### src/rtl/cqt_pkg.sv
package cqt_pkg;

    typedef enum logic [1:0] {
        TM_OFF   = 2'd0,
        TM_SW    = 2'd1,
        TM_EDGE  = 2'd2,
        TM_LEVEL = 2'd3
    } trig_mode_e;

    typedef enum logic [1:0] {
        CH_IDLE = 2'd0,
        CH_WAIT = 2'd1,
        CH_TRIG = 2'd2
    } chan_state_e;

    localparam int NUM_FLAGS  = 3;
    localparam int FLAG_PAUSE = 0;
    localparam int FLAG_EOQ   = 1;
    localparam int FLAG_OVR   = 2;

    // Bit order matches FLAG_* positions: ovr is the MSB, pause the LSB.
    typedef struct packed {
        logic ovr;
        logic eoq;
        logic pause;
    } flag_set_t;

    function automatic logic honours_pause(trig_mode_e m);
        return m == TM_EDGE;
    endfunction

endpackage

### src/rtl/cqt_trig_sync.sv
module cqt_trig_sync #(
    parameter int STAGES = 2
) (
    input  logic clk,
    input  logic rst,
    input  logic trig_async,
    input  logic pol_rise,
    output logic gate_open,
    output logic trig_edge
);
    localparam int LAST = STAGES - 1;

    logic [LAST:0] chain;
    logic          prev;
    logic          lvl;

    always_ff @(posedge clk) begin
        if (rst) begin
            chain <= '0;
            prev  <= 1'b0;
        end else begin
            chain <= {chain[LAST-1:0], trig_async};
            prev  <= chain[LAST];
        end
    end

    assign lvl       = chain[LAST];
    assign gate_open = pol_rise ? lvl : !lvl;
    assign trig_edge = pol_rise ? (lvl && !prev) : (!lvl && prev);

    // a detected edge is a single-cycle event while polarity holds
    p_edge_pulse_r3: assert property (@(posedge clk) disable iff (rst)
        trig_edge |=> (!trig_edge || !$stable(pol_rise)));

endmodule

### src/rtl/cqt_chan_fsm.sv
module cqt_chan_fsm
    import cqt_pkg::*;
(
    input  logic        clk,
    input  logic        rst,
    input  trig_mode_e  mode,
    input  logic        cont,
    input  logic        arm_req,
    input  logic        trig_edge,
    input  logic        gate_open,
    input  logic        cmd_valid,
    input  logic        conv_ready,
    input  logic        cmd_pause,
    input  logic        cmd_eoq,
    output chan_state_e state,
    output logic        armed,
    output logic        xfer_ready,
    output flag_set_t   evt
);
    chan_state_e state_d;
    logic        armed_d;
    logic        xfer;
    logic        gate_close;
    logic        pause_hit;
    logic        eoq_hit;
    logic        in_trig;

    assign in_trig    = (state == CH_TRIG);
    assign gate_close = (mode == TM_LEVEL) && in_trig && !gate_open;
    assign xfer_ready = in_trig && conv_ready && !gate_close;
    assign xfer       = xfer_ready && cmd_valid;
    assign pause_hit  = xfer && cmd_pause && honours_pause(mode);
    assign eoq_hit    = xfer && cmd_eoq;

    always_comb begin
        evt.pause = pause_hit || gate_close;
        evt.eoq   = eoq_hit;
        evt.ovr   = (mode == TM_EDGE) && in_trig && trig_edge;
    end

    always_comb begin
        state_d = state;
        if (mode == TM_OFF) begin
            state_d = CH_IDLE;
        end else begin
            unique case (state)
                CH_IDLE: if (cont || armed) state_d = CH_WAIT;
                CH_WAIT: begin
                    unique case (mode)
                        TM_SW:    state_d = CH_TRIG;
                        TM_EDGE:  if (trig_edge) state_d = CH_TRIG;
                        TM_LEVEL: if (gate_open) state_d = CH_TRIG;
                        default:  state_d = CH_IDLE;
                    endcase
                end
                CH_TRIG: begin
                    if (eoq_hit)
                        state_d = cont ? CH_WAIT : CH_IDLE;
                    else if (pause_hit || gate_close)
                        state_d = CH_WAIT;
                end
                default: state_d = CH_IDLE;
            endcase
        end
    end

    always_comb begin
        armed_d = armed;
        if (arm_req)
            armed_d = 1'b1;
        else if (eoq_hit && !cont)
            armed_d = 1'b0;
    end

    always_ff @(posedge clk) begin
        if (rst) begin
            state <= CH_IDLE;
            armed <= 1'b0;
        end else begin
            state <= state_d;
            armed <= armed_d;
        end
    end

    // an edge seen while waiting in edge mode starts the scan
    p_wait_edge_r3: assert property (@(posedge clk) disable iff (rst)
        (state == CH_WAIT && mode == TM_EDGE && trig_edge) |=> state == CH_TRIG);

    // a pause in edge mode parks the channel and keeps it armed
    p_pause_hold_r4: assert property (@(posedge clk) disable iff (rst)
        (pause_hit && !eoq_hit) |=> (state == CH_WAIT && (!$past(armed) || armed)));

    // software mode keeps running through a pause bit
    p_sw_pause_r5: assert property (@(posedge clk) disable iff (rst)
        (xfer && mode == TM_SW && cmd_pause && !cmd_eoq) |=> state == CH_TRIG);

    // a closed gate leaves TRIGGERED on the next clock
    p_gate_close_r6: assert property (@(posedge clk) disable iff (rst)
        gate_close |=> state == CH_WAIT);

    // a single scan ends in IDLE and disarms
    p_single_eoq_r8: assert property (@(posedge clk) disable iff (rst)
        (eoq_hit && !cont && !arm_req) |=> (state == CH_IDLE && !armed));

endmodule

### src/rtl/cqt_status_flags.sv
module cqt_status_flags #(
    parameter int N = 3
) (
    input  logic         clk,
    input  logic         rst,
    input  logic [N-1:0] set_evt,
    input  logic [N-1:0] clr,
    input  logic [N-1:0] ie,
    output logic [N-1:0] flags_q,
    output logic [N-1:0] irq
);
    for (genvar i = 0; i < N; i++) begin : g_flag
        always_ff @(posedge clk) begin
            if (rst)
                flags_q[i] <= 1'b0;
            else if (set_evt[i])
                flags_q[i] <= 1'b1;
            else if (clr[i])
                flags_q[i] <= 1'b0;
        end

        assign irq[i] = flags_q[i] && ie[i];

        // a set event wins, even against a clear
        p_set_wins_r9: assert property (@(posedge clk) disable iff (rst)
            set_evt[i] |=> flags_q[i]);

        // a clear without a set drops the flag
        p_w1c_r9: assert property (@(posedge clk) disable iff (rst)
            (clr[i] && !set_evt[i]) |=> !flags_q[i]);

        // a flag holds until cleared
        p_sticky_r9: assert property (@(posedge clk) disable iff (rst)
            (flags_q[i] && !clr[i]) |=> flags_q[i]);
    end

endmodule

### src/rtl/cmdq_trig_ctrl.sv
module cmdq_trig_ctrl
    import cqt_pkg::*;
#(
    parameter int CMD_W       = 32,
    parameter int PAUSE_BIT   = 30,
    parameter int EOQ_BIT     = 31,
    parameter int SYNC_STAGES = 2
) (
    input  logic             clk,
    input  logic             rst,
    input  logic [1:0]       cfg_mode,
    input  logic             cfg_cont,
    input  logic             cfg_pol_rise,
    input  logic             arm_req,
    input  logic             trig_in,
    input  logic             cmd_valid,
    input  logic [CMD_W-1:0] cmd_word,
    output logic             cmd_ready,
    input  logic             conv_ready,
    output logic             conv_valid,
    output logic [CMD_W-1:0] conv_cmd,
    input  logic [2:0]       irq_en,
    input  logic [2:0]       flag_clr,
    output logic [2:0]       flags,
    output logic [2:0]       irq,
    output logic [1:0]       chan_state,
    output logic             scan_armed
);
    localparam int NF = NUM_FLAGS;

    trig_mode_e  mode;
    chan_state_e state;
    flag_set_t   evt;
    logic        gate_open;
    logic        trig_edge;
    logic        ready;

    assign mode = trig_mode_e'(cfg_mode);

    cqt_trig_sync #(.STAGES(SYNC_STAGES)) u_sync (
        .clk        (clk),
        .rst        (rst),
        .trig_async (trig_in),
        .pol_rise   (cfg_pol_rise),
        .gate_open  (gate_open),
        .trig_edge  (trig_edge)
    );

    cqt_chan_fsm u_fsm (
        .clk        (clk),
        .rst        (rst),
        .mode       (mode),
        .cont       (cfg_cont),
        .arm_req    (arm_req),
        .trig_edge  (trig_edge),
        .gate_open  (gate_open),
        .cmd_valid  (cmd_valid),
        .conv_ready (conv_ready),
        .cmd_pause  (cmd_word[PAUSE_BIT]),
        .cmd_eoq    (cmd_word[EOQ_BIT]),
        .state      (state),
        .armed      (scan_armed),
        .xfer_ready (ready),
        .evt        (evt)
    );

    cqt_status_flags #(.N(NF)) u_flags (
        .clk     (clk),
        .rst     (rst),
        .set_evt (evt),
        .clr     (flag_clr),
        .ie      (irq_en),
        .flags_q (flags),
        .irq     (irq)
    );

    assign cmd_ready  = ready;
    assign conv_valid = ready && cmd_valid;
    assign conv_cmd   = cmd_word;
    assign chan_state = state;

    // the queue is only drained in the TRIGGERED state
    p_ready_trig_r2: assert property (@(posedge clk) disable iff (rst)
        cmd_ready |-> chan_state == CH_TRIG);

    // level mode never raises the overrun flag
    p_level_no_ovr_r7: assert property (@(posedge clk) disable iff (rst)
        (cfg_mode == TM_LEVEL && !flags[FLAG_OVR]) |=> !flags[FLAG_OVR]);

endmodule

### config.mk
export PLATFORM = sky130hd
export DESIGN_NAME = cmdq_trig_ctrl
export DESIGN_NICKNAME = d
export VERILOG_FILES = /design/src/rtl/cqt_pkg.sv /design/src/rtl/cqt_trig_sync.sv /design/src/rtl/cqt_chan_fsm.sv /design/src/rtl/cqt_status_flags.sv /design/src/rtl/cmdq_trig_ctrl.sv
export SDC_FILE = /design/constraint.sdc
export NUM_CORES = 1
export LEC_CHECK = 0
export ABC_AREA = 1
export BUFFER_PORTS_ARGS = -buffer_cell sky130_fd_sc_hd__buf_4
export CELL_PAD_IN_SITES_DETAIL_PLACEMENT = 0
export CELL_PAD_IN_SITES_GLOBAL_PLACEMENT = 1
export CORE_ASPECT_RATIO = 0.5
export CORE_MARGIN = 3
export CORE_UTILIZATION = 20
export DETAILED_ROUTE_END_ITERATION = 7
export GPL_ROUTABILITY_DRIVEN = 0
export PLACE_DENSITY_LB_ADDON = 0.1
export SYNTH_ARGS = -nofsm -noshare
export SYNTH_HDL_FRONTEND = slang
export SYNTH_SLANG_ARGS = --single-unit
### constraint.sdc
create_clock -name clk -period 1.7 [get_ports clk]
set_input_delay 0.51 -clock clk [delete_from_list [all_inputs] [get_ports clk]]
set_output_delay 0.51 -clock clk [all_outputs]
set_load 0.005 [all_outputs]
==> results_tabular.tex, run 1 <==
\begin{tabular}{lr}
\hline
Metric & Value \\
\hline
\multicolumn{2}{l}{\textbf{GRT}} \\
\quad Layer carrying the most global-route usage & met2 \\
\quad Met2 Track Usage GR & 10.80\% \\
\quad Total routing resource utilization after global routing & around 8.2\% \\
\quad GR Util met3 & between 3 and 4\% \\
\quad Initial antenna violation count & 0 \\
\quad Maximum number of pins on one net before global-route repair & 9 \\
\quad Global routing met1 resource utilization & around 10\% \\
\quad Remaining global-route overflow & 0 \\
\quad Vias in the first global route & 603 \\
\quad First-pass GRT wire length & 2835 µm \\
\multicolumn{2}{l}{\textbf{Pwr}} \\
\quad Net switching component of the power & between 0.00015 and 0.0002 W \\
\quad Static Leakage & between 0.5 and 0.6 nW \\
\quad Areal power density over the cells & between 600 and 700 mW/mm² \\
\quad Relative contribution of combinational cells to total power & roughly a quarter \\
\quad Proportion of power drawn by flip-flops and latches & a little over a third \\
\quad Total power & $\sim$0.00065 W \\
\quad Share of total power in the clock network & a little under two fifths \\
\quad Switching Fraction & approximately a quarter \\
\quad Pint & approximately 0.00048 W \\
\quad Max rail drop VDD & roughly 0.00033 V \\
\multicolumn{2}{l}{\textbf{Routing}} \\
\quad Initial DRC Count & 10 \\
\quad Post-DR vias/cell & approximately 3.5 \\
\quad Total routed wirelength & approximately 1800 µm \\
\quad Average wire per cell in the routed design & between 10 and 15 µm \\
\quad Number of detailed-routing iterations run before antenna repair & 4 \\
\quad \# DRC & 0 \\
\quad Residual antenna-violating net count after detailed routing & 0 \\
\quad Vias & $\sim$620 \\
\multicolumn{2}{l}{\textbf{Synthesis}} \\
\quad Dominant cell by count in the synthesized netlist & buf\_4 \\
\quad Asr flop ratio synth & 0\% \\
\quad Mean area per synthesized cell & 6.330 µm² \\
\quad Sequential share of the synthesized area & 24.12\% \\
\quad Most frequent cells after synthesis & 32 x buf\_4, 22 x inv\_1, 22 x nand2\_1, 16 x nor2\_1, 9 x dfxtp\_1 \\
\quad Post-Syn Nets & $\sim$170 \\
\quad Count of flip-flops with a built-in enable after synthesis & 0 \\
\quad Prevailing post-synth register cell & dfxtp\_1 \\
\quad Top area cells in the synthesized netlist & buf\_4 32\%, dfxtp\_1 24\%, inv\_1 11\% \\
\quad Portion of synthesized cell area occupied by the leading cell type & around 32\% \\
\quad Post-synthesis sequential element count & 9 \\
\quad Gate count after technology mapping & approximately 120 \\
\quad Cell Area, Synth & around 750 µm² \\
\quad Number of distinct library cell variants in the gate-level netlist after synthesis & 18 \\
\quad Post-synthesis cell type with the largest combined area & buf\_4 \\
\quad Synth warnings & 0 \\
\multicolumn{2}{l}{\textbf{Setup path}} \\
\quad Launching point of the worst reg2reg path & u\_sync.chain[1] \\
\quad Arrival @ worst endpoint & roughly 1.2 ns \\
\quad Path depth of the worst reg2reg path & 12 \\
\quad Critical Path Fanout Max & 2 \\
\quad CP Data Required Time & around 1.2 ns \\
\quad Sort of element at the end of the critical path & primary output \\
\quad Element type at the critical path start & input port \\
\quad Startpoint of the worst setup timing path & cfg\_pol\_rise \\
\quad Classification of the worst setup path & in2out \\
\multicolumn{2}{l}{\textbf{STA}} \\
\quad Slew at the pin closest to its max-slew limit & between 0.3 and 0.4 ns \\
\quad Number of pins with negative max-slew slack in the final report & 0 \\
\quad Worst setup skew after layout & around 0.0007 ns \\
\quad Number of failing hold endpoints at the final stage & 0 \\
\quad Max\_slew headroom & 76.18\% \\
\quad Part of the cycle the worst path needs & 101.3\% \\
\quad Count of final setup violators & 1 \\
\quad Setup Total Neg Slack & -0.02178 ns \\
\quad Unrepaired setup endpoints after global routing & true \\
\quad Highest clock rate & 580.8 MHz \\
\quad Setup ws final & -0.02178 ns \\
\quad Minimum clock period & about 1.7 ns \\
\multicolumn{2}{l}{\textbf{Floorplan}} \\
\quad Number of primary I/O pins & 91 \\
\quad Std cell rows & 14 \\
\quad Chip width & just over 90 µm \\
\quad Total die area & 0.004549 mm² \\
\quad Height of the die & between 40 and 50 µm \\
\quad Standard cell core area & 0.003276 mm² \\
\quad Effective utilization at floorplan & between 20\% and 30\% \\
\multicolumn{2}{l}{\textbf{Clock network}} \\
\quad H-Tree Depth & 1 \\
\quad TritonCTS Sinks & 9 \\
\quad Root buf cell & clkbuf\_8 \\
\quad CTS tree & done \\
\quad Worst-Skew Late Latency & between 0.2 and 0.25 ns \\
\quad Cts bufs inserted & 3 \\
\quad Maximum number of buffers from clock root to sink & 2 \\
\quad Hold\_buf cts & 0 \\
\quad Clock transition at the register clock pins on the worst setup and hold paths after CTS & around 0.05 ns \\
\multicolumn{2}{l}{\textbf{Layout}} \\
\quad Fill cell total of the finished layout & roughly 380 \\
\quad Synth-to-Final Area Change & 27.47\% \\
\quad Ratio of cells with drive above 1 in the final layout & between 40 and 50\% \\
\quad Post-layout nets & around 180 \\
\quad Antenna Cells & 0 \\
\quad Final cell count without fillers & 177 \\
\multicolumn{2}{l}{\textbf{Min path}} \\
\quad Cell count of the worst hold path & 2 \\
\quad Type of the worst min-delay path & reg2reg \\
\quad Min-delay src & u\_sync.chain[0] \\
\multicolumn{2}{l}{\textbf{Flow run}} \\
\quad Number of max-cap violations & 0 \\
\multicolumn{2}{l}{\textbf{Status}} \\
\quad Violations in the final reports & setup timing \\
\quad Result of the run & finished with violations \\
\multicolumn{2}{l}{\textbf{Placed design}} \\
\quad Count of input and output buffers & 30 \\
\quad HPWL reported at the end of detailed placement & around 1500 µm \\
\quad Placed cell count & approximately 170 \\
\hline
\end{tabular}
-- path summary, 6_finish.rpt --
check        slack [ns]              end
max               -0.02       conv_valid
min                0.40  u_sync.chain[1]
max reg2reg        0.28   u_fsm.state[0]
min reg2reg        0.40  u_sync.chain[1]
-- metal layers --
metal | wire [µm] | part of all wire (%)
met2 | 704 | 39
met4 | 73 | 4.0
met5 | 0 | 0
met1 | 871 | 48
met3 | 168 | 9.2
-- stage by stage --
step	instance area, µm²	utilization, %	setup WS [ns]	hold slack, ns
CTS	903.4	27.58	-0.01604	0.4075
floorplan	747.0	-	0.1213	0.3883
detailed placement	833.3	25.44	-0.08496	0.4009
finish	952.2	29.07	-0.02178	0.3991
global route	952.2	29.07	-0.1071	0.4244
global placement	833.3	25.44	-0.06823	0.3983
-- sequential cells by signal, indices dropped and copies added, names as in the netlist --
name / cells
u_fsm.armed: 1
u_sync.prev: 1
u_fsm.state: 2
u_flags.flags_q: 3
u_sync.chain: 2
-- cell families (layout without fill, tap and decap cells) --
kind of cell | count (synthesis) | count (layout) | share of synthesized area, %
flip-flops | 9 | 9 | 24.12
buffers and inverters | 56 | 67 | 44.22
AND/OR/NAND/NOR | 48 | 48 | 28.14
AO/OA/AOI/OAI | 5 | 5 | 3.517
-- cells in the final DEF, fill, tap and decap left out --
cell type and count:
nor4_1 1, nand3_1 1, a31oi_1 1, dfxtp_2 1
nand2_2 5, clkbuf_8 3, buf_6 4, nand2_1 18
dfxtp_4 2, nor2_2 2, inv_1 18, nor3_2 1
nor2_4 1, buf_4 36, nand4_2 1, nor2_1 16
inv_2 5, o21ai_0 1, a21oi_1 3, nand3b_1 1
clkbuf_1 1, nand4_1 1, dfxtp_1 6
-- layout make-up --
cell class / count / area (µm²) / area share (%)
sequential: 9 / 188.9 / 19.84
multi-input combinational: 53 / 256.5 / 26.94
tap: 48 / 60.06 / 6.307
inverter: 23 / 86.33 / 9.067
clock buffer: 4 / 45.04 / 4.731
timing repair buffer: 40 / 315.3 / 33.11
-- power groups by stage --
stage / Clock, W / Sequential, W / Combinational (W)
6_report: 0.000248 / 0.000237 / 0.000165
5_1_grt: 0.000275 / 0.000239 / 0.000186
4_1_cts: 0.000261 / 0.000237 / 0.000156
3_5_place_dp: 0 / 0.000242 / 0.000142
3_3_place_gp: 0 / 0.000242 / 0.000144
2_1_floorplan: 0 / 0.000239 / 0.000123
-- critical path: stages --
cell     delay [ns]
buf_6          0.09
inv_2          0.04
nand2_2        0.05
nand2_2        0.08
nor2_4         0.04
nor3_2         0.17
nand2_1        0.09
inv_2          0.05
buf_6          0.08
-- repair_timing --
| item | in CTS | in global routing |
|---|---|---|
| pin swaps | 1 | 5 |
| buffers inserted | 2 | 2 |
| cloned | 0 | 0 |
| endpoints found under the setup margin | 2 | 2 |
| gates resized for setup | 5 | 14 |
Power figures use the tool's default switching activity.
==> inputs of run 2 (changes only) <==
CORE_UTILIZATION = 21   (was 20)
CTS_BUF_LIST = sky130_fd_sc_hd__clkbuf_4 sky130_fd_sc_hd__clkbuf_8   (was unset)
==> run 2 against run 1 <==
Net effect:
- the run still ends with setup timing left
- non-clock buffer count shrank 2
- critical path depth unchanged
- clock skew about the same
- final area grew 1.6%
- hold slack lost 0.0059 ns
- register-to-register slack barely moved
- via count grew 0.65%
- first-iteration DRC count is 50% higher
- routed wire length fell by 1.3%
- die area is 4.3% lower
- critical path type unchanged
- largest cell class unchanged
==> results_tabular.tex, run 2 (synthesis gave the netlist of run 1 again) <==
\begin{tabular}{lr}
\hline
Metric & Value \\
\hline
\multicolumn{2}{l}{\textbf{Status}} \\
\quad Result of the run & finished with violations (unchanged) \\
\quad Violations in the final reports & setup timing (unchanged) \\
\multicolumn{2}{l}{\textbf{Layout}} \\
\quad Most common cell after layout, fill and taps aside & buf\_4 (unchanged) \\
\quad Commonest non-fill, non-tap cells in the layout & 34 x buf\_4, 18 x inv\_1, 17 x nand2\_1 (was 36 x buf\_4, 18 x nand2\_1, 18 x inv\_1) \\
\quad Registers with the highest flip-flop counts & u\_flags.flags\_q (3), u\_fsm.state (2), u\_sync.chain (2) (unchanged) \\
\quad Register bank with the most flops & u\_flags.flags\_q (unchanged) \\
\quad FF+latch area & 188.9 µm² (unchanged) \\
\quad Multi-input combinational cell area & 274.0 µm² (was 256.5 µm²) \\
\quad Antenna Cells & 0 (unchanged) \\
\quad Final design utilization & 30.34\% (was 29.07\%) \\
\quad Post-layout nets & 176 (was 178) \\
\quad Final cell count without fillers & 175 (was 177) \\
\quad Ratio of cells with drive above 1 in the final layout & 48.03\% (was 47.29\%) \\
\quad Synth-to-Final Area Change & 29.48\% (was 27.47\%) \\
\quad Fill cell total of the finished layout & 373 (was 376) \\
\quad Max reg flops & 3 (unchanged) \\
\multicolumn{2}{l}{\textbf{Clock network}} \\
\quad Maximum number of buffers from clock root to sink & 2 (unchanged) \\
\quad Root buf cell & clkbuf\_8 (unchanged) \\
\quad Cts bufs inserted & 3 (unchanged) \\
\quad H-Tree Depth & 1 (unchanged) \\
\quad Hold\_buf cts & 0 (unchanged) \\
\quad CTS tree & done (unchanged) \\
\quad TritonCTS Sinks & 9 (unchanged) \\
\quad Clock transition at the register clock pins on the worst setup and hold paths after CTS & 0.04 ns (was 0.05 ns) \\
\quad Worst-Skew Late Latency & 0.23 ns (about the same) \\
\multicolumn{2}{l}{\textbf{Placed design}} \\
\quad Count of input and output buffers & 30 (unchanged) \\
\quad Placed cell count & 167 (was 169) \\
\quad HPWL reported at the end of detailed placement & 1461 µm (was 1483 µm) \\
\multicolumn{2}{l}{\textbf{STA}} \\
\quad Unrepaired setup endpoints after global routing & true (unchanged) \\
\quad Minimum clock period & 1.732 ns (was 1.722 ns) \\
\quad Count of final setup violators & 1 (unchanged) \\
\quad Worst setup skew after layout & 0.0006185 ns (was 0.0006980 ns) \\
\quad Number of pins with negative max-slew slack in the final report & 0 (unchanged) \\
\quad Highest clock rate & 577.5 MHz (was 580.8 MHz) \\
\quad Slew at the pin closest to its max-slew limit & 0.3047 ns (was 0.3540 ns) \\
\quad Part of the cycle the worst path needs & 101.9\% (was 101.3\%) \\
\quad Max\_slew headroom & 79.59\% (was 76.18\%) \\
\quad Setup ws final & -0.03165 ns (was -0.02178 ns) \\
\quad Number of failing hold endpoints at the final stage & 0 (unchanged) \\
\multicolumn{2}{l}{\textbf{Pwr}} \\
\quad Share of total power in the clock network & 38.9\% (was 38.2\%) \\
\quad Relative contribution of combinational cells to total power & 24.9\% (was 25.4\%) \\
\quad Areal power density over the cells & 694.2 mW/mm² (was 682.6 mW/mm²) \\
\quad Max rail drop VDD & 0.0002553 V (was 0.0003278 V) \\
\quad Proportion of power drawn by flip-flops and latches & 36.1\% (was 36.4\%) \\
\quad Switching Fraction & 25.79\% (was 26.11\%) \\
\quad Net switching component of the power & 0.0001732 W (was 0.0001697 W) \\
\quad Static Leakage & 0.5509 nW (was 0.5374 nW) \\
\quad Pint & 0.0004982 W (was 0.0004802 W) \\
\multicolumn{2}{l}{\textbf{Setup path}} \\
\quad Classification of the worst setup path & in2out (unchanged) \\
\quad Arrival @ worst endpoint & 1.22 ns (was 1.21 ns) \\
\quad Master of the slowest instance on the critical path & nor3\_2 (unchanged) \\
\quad Ordered cell list for the critical path & buf\_6 > inv\_2 > nand2\_2 > nand2\_2 > nor2\_4 > nor3\_2 > nand2\_1 > inv\_1 > buf\_6 (was buf\_6 > inv\_2 > nand2\_2 > nand2\_2 > nor2\_4 > nor3\_2 > nand2\_1 > inv\_2 > buf\_6) \\
\quad Sort of element at the end of the critical path & primary output (unchanged) \\
\quad CP Data Required Time & 1.19 ns (about the same) \\
\quad Critical Path Fanout Max & 2 (unchanged) \\
\quad Path depth of the worst reg2reg path & 12 (unchanged) \\
\quad Element type at the critical path start & input port (unchanged) \\
\quad Peak per-stage delay on the critical path & 0.18 ns (was 0.17 ns) \\
\multicolumn{2}{l}{\textbf{Floorplan}} \\
\quad Number of primary I/O pins & 91 (unchanged) \\
\quad Standard cell core area & 0.003188 mm² (was 0.003276 mm²) \\
\quad Effective utilization at floorplan & 23.43\% (was 22.80\%) \\
\quad Chip width & 90.35 µm (was 92.43 µm) \\
\quad Std cell rows & 14 (unchanged) \\
\quad Height of the die & 48.17 µm (was 49.22 µm) \\
\quad Total die area & 0.004352 mm² (was 0.004549 mm²) \\
\multicolumn{2}{l}{\textbf{GRT}} \\
\quad Total routing resource utilization after global routing & 8.158\% (was 8.176\%) \\
\quad Maximum number of pins on one net before global-route repair & 9 (unchanged) \\
\quad Vias in the first global route & 572 (was 603) \\
\quad First-pass GRT wire length & 2739 µm (was 2835 µm) \\
\quad Remaining global-route overflow & 0 (unchanged) \\
\quad Global routing met1 resource utilization & 10.33\% (was 10.20\%) \\
\quad GR Util met3 & 3.236\% (was 3.082\%) \\
\quad Met2 Track Usage GR & 12.13\% (was 10.80\%) \\
\quad Initial antenna violation count & 0 (unchanged) \\
\quad Layer carrying the most global-route usage & met2 (unchanged) \\
\multicolumn{2}{l}{\textbf{Routing}} \\
\quad Total routed wirelength & 1795 µm (was 1818 µm) \\
\quad \# DRC & 0 (unchanged) \\
\quad Average wire per cell in the routed design & 10.26 µm (was 10.27 µm) \\
\quad Number of detailed-routing iterations run before antenna repair & 2 (was 4) \\
\quad Residual antenna-violating net count after detailed routing & 0 (unchanged) \\
\quad Vias & 621 (was 617) \\
\quad Post-DR vias/cell & 3.549 (was 3.486) \\
\quad Initial DRC Count & 15 (was 10) \\
\multicolumn{2}{l}{\textbf{Flow run}} \\
\quad Number of max-cap violations & 0 (unchanged) \\
\multicolumn{2}{l}{\textbf{Min path}} \\
\quad Type of the worst min-delay path & reg2reg (unchanged) \\
\quad Cell count of the worst hold path & 2 (unchanged) \\
\hline
\end{tabular}
run 2: changes by cell type in the layout (fill, tap and decap cells not counted), sizes merged:
cell  before  now
buf       40   38
run 2: power by group through the flow:
| stage | Clock [W] | Sequential (W) | Combinational [W] |
|---|---|---|---|
| finish | 0.000261 | 0.000243 | 0.000167 |
| global route | 0.000289 | 0.000245 | 0.000189 |
| CTS | 0.000274 | 0.000240 | 0.000140 |
| detailed placement | 0 | 0.000243 | 0.000138 |
| global placement | 0 | 0.000243 | 0.000140 |
| floorplan | 0 | 0.000239 | 0.000123 |
run 2: what timing repair did:
| item | in CTS | in global routing |
|---|---|---|
| buffers inserted | 0 | 4 |
| hold endpoints to repair | 0 | 0 |
| resized for setup | 4 | 22 |
| endpoints found under the setup margin | 2 | 2 |
| pin swaps | 0 | 6 |
run 2: worst paths after layout:
kind | slack [ns] | endpoint | start
worst min register to register | 0.39 | u_sync.chain[1] | u_sync.chain[0]
worst max-delay path | -0.03 | conv_valid | cfg_pol_rise
worst min-delay path | 0.39 | u_sync.chain[1] | u_sync.chain[0]
worst max register to register | 0.27 | u_fsm.state[0] | u_sync.chain[1]
run 2: critical path: cells and delay by family:
| family | cells | cell delay [ns] |
|---|---|---|
| AND/OR/NAND/NOR | 5 | 0.42 |
| buffers and inverters | 4 | 0.29 |
run 2: final cells by class:
cell class	instances	share of cell area, %
Inverter	23	9.444
Tap cell	48	6.210
Clock buffer	4	5.045
Multi-Input combinational cell	53	28.33
Timing Repair Buffer	38	31.44
Sequential cell	9	19.53
run 2: per-layer routing:
| metal | wire (µm) | up-vias |
|---|---|---|
| li1 | - | 335 |
| met1 | 797 | 249 |
| met2 | 755 | 29 |
| met3 | 219 | 8 |
| met4 | 23 | 0 |
| met5 | 0 | - |
run 2: stage by stage:
step / hold WS [ns] / worst slack, ns / setup TNS [ns] / total power (W) / instance area (µm²)
after global placement: 0.3990 / -0.06960 / -0.06960 / 0.0003827 / 818.3
after floorplan: 0.3883 / 0.1213 / 0 / 0.0003625 / 747.0
after CTS: 0.4056 / -0.02330 / -0.02330 / 0.0006549 / 877.1
final: 0.3932 / -0.03165 / -0.03165 / 0.0006714 / 967.2
after global routing: 0.4168 / -0.08032 / -0.08032 / 0.0007229 / 967.2
after detailed placement: 0.3989 / -0.08551 / -0.1003 / 0.0003810 / 818.3
==> inputs of run 3 (changes only) <==
RECOVER_POWER = 25   (was unset)
==> run 3 against run 2 <==
Net effect:
- the run still ends with setup timing left
- setup slack unchanged
- fmax unchanged
- total power down 0.12%
- sequential cell count unchanged
- sequential power about the same
- largest cell class unchanged
==> results_tabular.tex, run 3 (synthesis gave the netlist of run 1 again) <==
\begin{tabular}{lr}
\hline
Metric & Value \\
\hline
\multicolumn{2}{l}{\textbf{Routing}} \\
\quad Post-DR vias/cell & 3.549 (unchanged) \\
\quad Number of detailed-routing iterations run before antenna repair & 2 (unchanged) \\
\quad Initial DRC Count & 15 (unchanged) \\
\quad Average wire per cell in the routed design & 10.25 µm (was 10.26 µm) \\
\quad \# DRC & 0 (unchanged) \\
\quad Total routed wirelength & 1793 µm (was 1795 µm) \\
\quad Residual antenna-violating net count after detailed routing & 0 (unchanged) \\
\quad Vias & 621 (unchanged) \\
\multicolumn{2}{l}{\textbf{Setup path}} \\
\quad Classification of the worst setup path & in2out (unchanged) \\
\quad Register-to-Register Setup Slack & 0.26 ns (was 0.27 ns) \\
\quad Element type at the critical path start & input port (unchanged) \\
\quad Sort of element at the end of the critical path & primary output (unchanged) \\
\quad CP Data Required Time & 1.19 ns (about the same) \\
\quad Arrival @ worst endpoint & 1.22 ns (about the same) \\
\quad Critical Path Fanout Max & 2 (unchanged) \\
\multicolumn{2}{l}{\textbf{Layout}} \\
\quad Register bank with the most flops & u\_flags.flags\_q (unchanged) \\
\quad Antenna Cells & 0 (unchanged) \\
\quad Commonest non-fill, non-tap cells in the layout & 33 x buf\_4, 18 x inv\_1, 17 x nand2\_1 (was 34 x buf\_4, 18 x inv\_1, 17 x nand2\_1) \\
\quad Most common cell after layout, fill and taps aside & buf\_4 (unchanged) \\
\quad Final design utilization & 30.22\% (was 30.34\%) \\
\quad Multi-input combinational cell area & 274.0 µm² (unchanged) \\
\quad Max reg flops & 3 (unchanged) \\
\quad Fin area & 963.4 µm² (was 967.2 µm²) \\
\quad Fill cell total of the finished layout & 375 (was 373) \\
\quad Registers with the highest flip-flop counts & u\_flags.flags\_q (3), u\_fsm.state (2), u\_sync.chain (2) (unchanged) \\
\quad Synth-to-Final Area Change & 28.98\% (was 29.48\%) \\
\quad FF+latch area & 188.9 µm² (unchanged) \\
\quad Post-layout nets & 176 (unchanged) \\
\quad Ratio of cells with drive above 1 in the final layout & 47.24\% (was 48.03\%) \\
\multicolumn{2}{l}{\textbf{Clock network}} \\
\quad Root buf cell & clkbuf\_8 (unchanged) \\
\quad CTS tree & done (unchanged) \\
\quad Clock transition at the register clock pins on the worst setup and hold paths after CTS & 0.04 ns (about the same) \\
\quad Cts bufs inserted & 3 (unchanged) \\
\quad Maximum number of buffers from clock root to sink & 2 (unchanged) \\
\quad TritonCTS Sinks & 9 (unchanged) \\
\quad Hold\_buf cts & 0 (unchanged) \\
\quad Worst-Skew Late Latency & 0.23 ns (about the same) \\
\quad H-Tree Depth & 1 (unchanged) \\
\multicolumn{2}{l}{\textbf{Placed design}} \\
\quad Post-placement worst setup slack & -0.08551 ns (unchanged) \\
\quad Count of input and output buffers & 30 (unchanged) \\
\quad Placed cell areas & 818.3 µm² (unchanged) \\
\quad HPWL reported at the end of detailed placement & 1461 µm (unchanged) \\
\multicolumn{2}{l}{\textbf{STA}} \\
\quad Number of failing hold endpoints at the final stage & 0 (unchanged) \\
\quad Highest clock rate & 577.5 MHz (unchanged) \\
\quad Number of pins with negative max-slew slack in the final report & 0 (unchanged) \\
\quad Worst setup skew after layout & 0.0005966 ns (was 0.0006185 ns) \\
\quad Count of final setup violators & 1 (unchanged) \\
\quad Part of the cycle the worst path needs & 101.9\% (unchanged) \\
\quad Slew at the pin closest to its max-slew limit & 0.3893 ns (was 0.3047 ns) \\
\quad Minimum clock period & 1.732 ns (unchanged) \\
\quad Max\_slew headroom & 74.04\% (was 79.59\%) \\
\quad Setup Total Neg Slack & -0.03165 ns (unchanged) \\
\quad Setup ws final & -0.03165 ns (unchanged) \\
\quad Unrepaired setup endpoints after global routing & true (unchanged) \\
\multicolumn{2}{l}{\textbf{Pwr}} \\
\quad Areal power density over the cells & 696.0 mW/mm² (was 694.2 mW/mm²) \\
\quad Total power & 0.0006706 W (was 0.0006714 W) \\
\quad Static Leakage & 0.5473 nW (was 0.5509 nW) \\
\quad Max rail drop VDD & 0.0002554 V (was 0.0002553 V) \\
\multicolumn{2}{l}{\textbf{Status}} \\
\quad Result of the run & finished with violations (unchanged) \\
\quad Violations in the final reports & setup timing (unchanged) \\
\multicolumn{2}{l}{\textbf{Floorplan}} \\
\quad Effective utilization at floorplan & 23.43\% (unchanged) \\
\quad Std cell rows & 14 (unchanged) \\
\quad Number of primary I/O pins & 91 (unchanged) \\
\quad Total die area & 0.004352 mm² (unchanged) \\
\quad Height of the die & 48.17 µm (unchanged) \\
\quad Standard cell core area & 0.003188 mm² (unchanged) \\
\quad Chip width & 90.35 µm (unchanged) \\
\multicolumn{2}{l}{\textbf{GRT}} \\
\quad Maximum number of pins on one net before global-route repair & 9 (unchanged) \\
\quad Remaining global-route overflow & 0 (unchanged) \\
\quad First-pass GRT wire length & 2739 µm (unchanged) \\
\quad Total routing resource utilization after global routing & 8.158\% (unchanged) \\
\quad Vias in the first global route & 572 (unchanged) \\
\quad Initial antenna violation count & 0 (unchanged) \\
\multicolumn{2}{l}{\textbf{Flow run}} \\
\quad Number of max-cap violations & 0 (unchanged) \\
\multicolumn{2}{l}{\textbf{Min path}} \\
\quad Type of the worst min-delay path & reg2reg (unchanged) \\
\hline
\end{tabular}
-- run 3: layout make-up --
cell class              instances  area share [%]
clock buffers                   4           5.065
well taps                      48           6.234
inverters                      23           9.481
flip-flops and latches          9           19.61
repair buffers                 38           31.17
multi-input cells              53           28.44
-- run 3: through the flow --
stage	instances	hold slack [ns]
floorplan	118	0.3883
finish	175	0.3932
detailed placement	167	0.3989
global placement	167	0.3990
global route	175	0.4168
CTS	171	0.4056
-- run 3: power by group --
part	switching [W]	internal [W]	total, W
registers	0.0000165	0.000226	0.000243
clock network	0.0000823	0.000179	0.000261
logic	0.0000746	0.0000919	0.000167
total	0.000173	0.000497	0.000671
-- run 3: worst max-delay path, stage by stage --
cell and delay (ns):
buf_6 0.10, inv_2 0.04, nand2_2 0.05, nand2_2 0.08, nor2_4 0.04, nor3_2 0.18
nand2_1 0.07, inv_1 0.06, buf_6 0.09
-- run 3: layer usage --
layer	vias to the layer above	global-route usage, %	share of wire, %
li1	335	-	-
met5	-	0	0
met4	0	4.863	1.3
met1	249	10.33	44
met3	8	3.236	12
met2	29	12.13	42
-- run 3: what timing repair did --
item,CTS,global route
setup endpoints to repair,2,2
buffers inserted,0,4
pin swaps,0,6
gates resized for setup,4,22
-- run 3: path summary, 6_finish.rpt --
kind | start | end | depth (start not counted)
setup / recovery | cfg_pol_rise | conv_valid | 9
hold reg to reg | u_sync.chain[0] | u_sync.chain[1] | 2
hold / removal | u_sync.chain[0] | u_sync.chain[1] | 2
setup reg to reg | u_sync.chain[1] | u_fsm.state[0] | 12
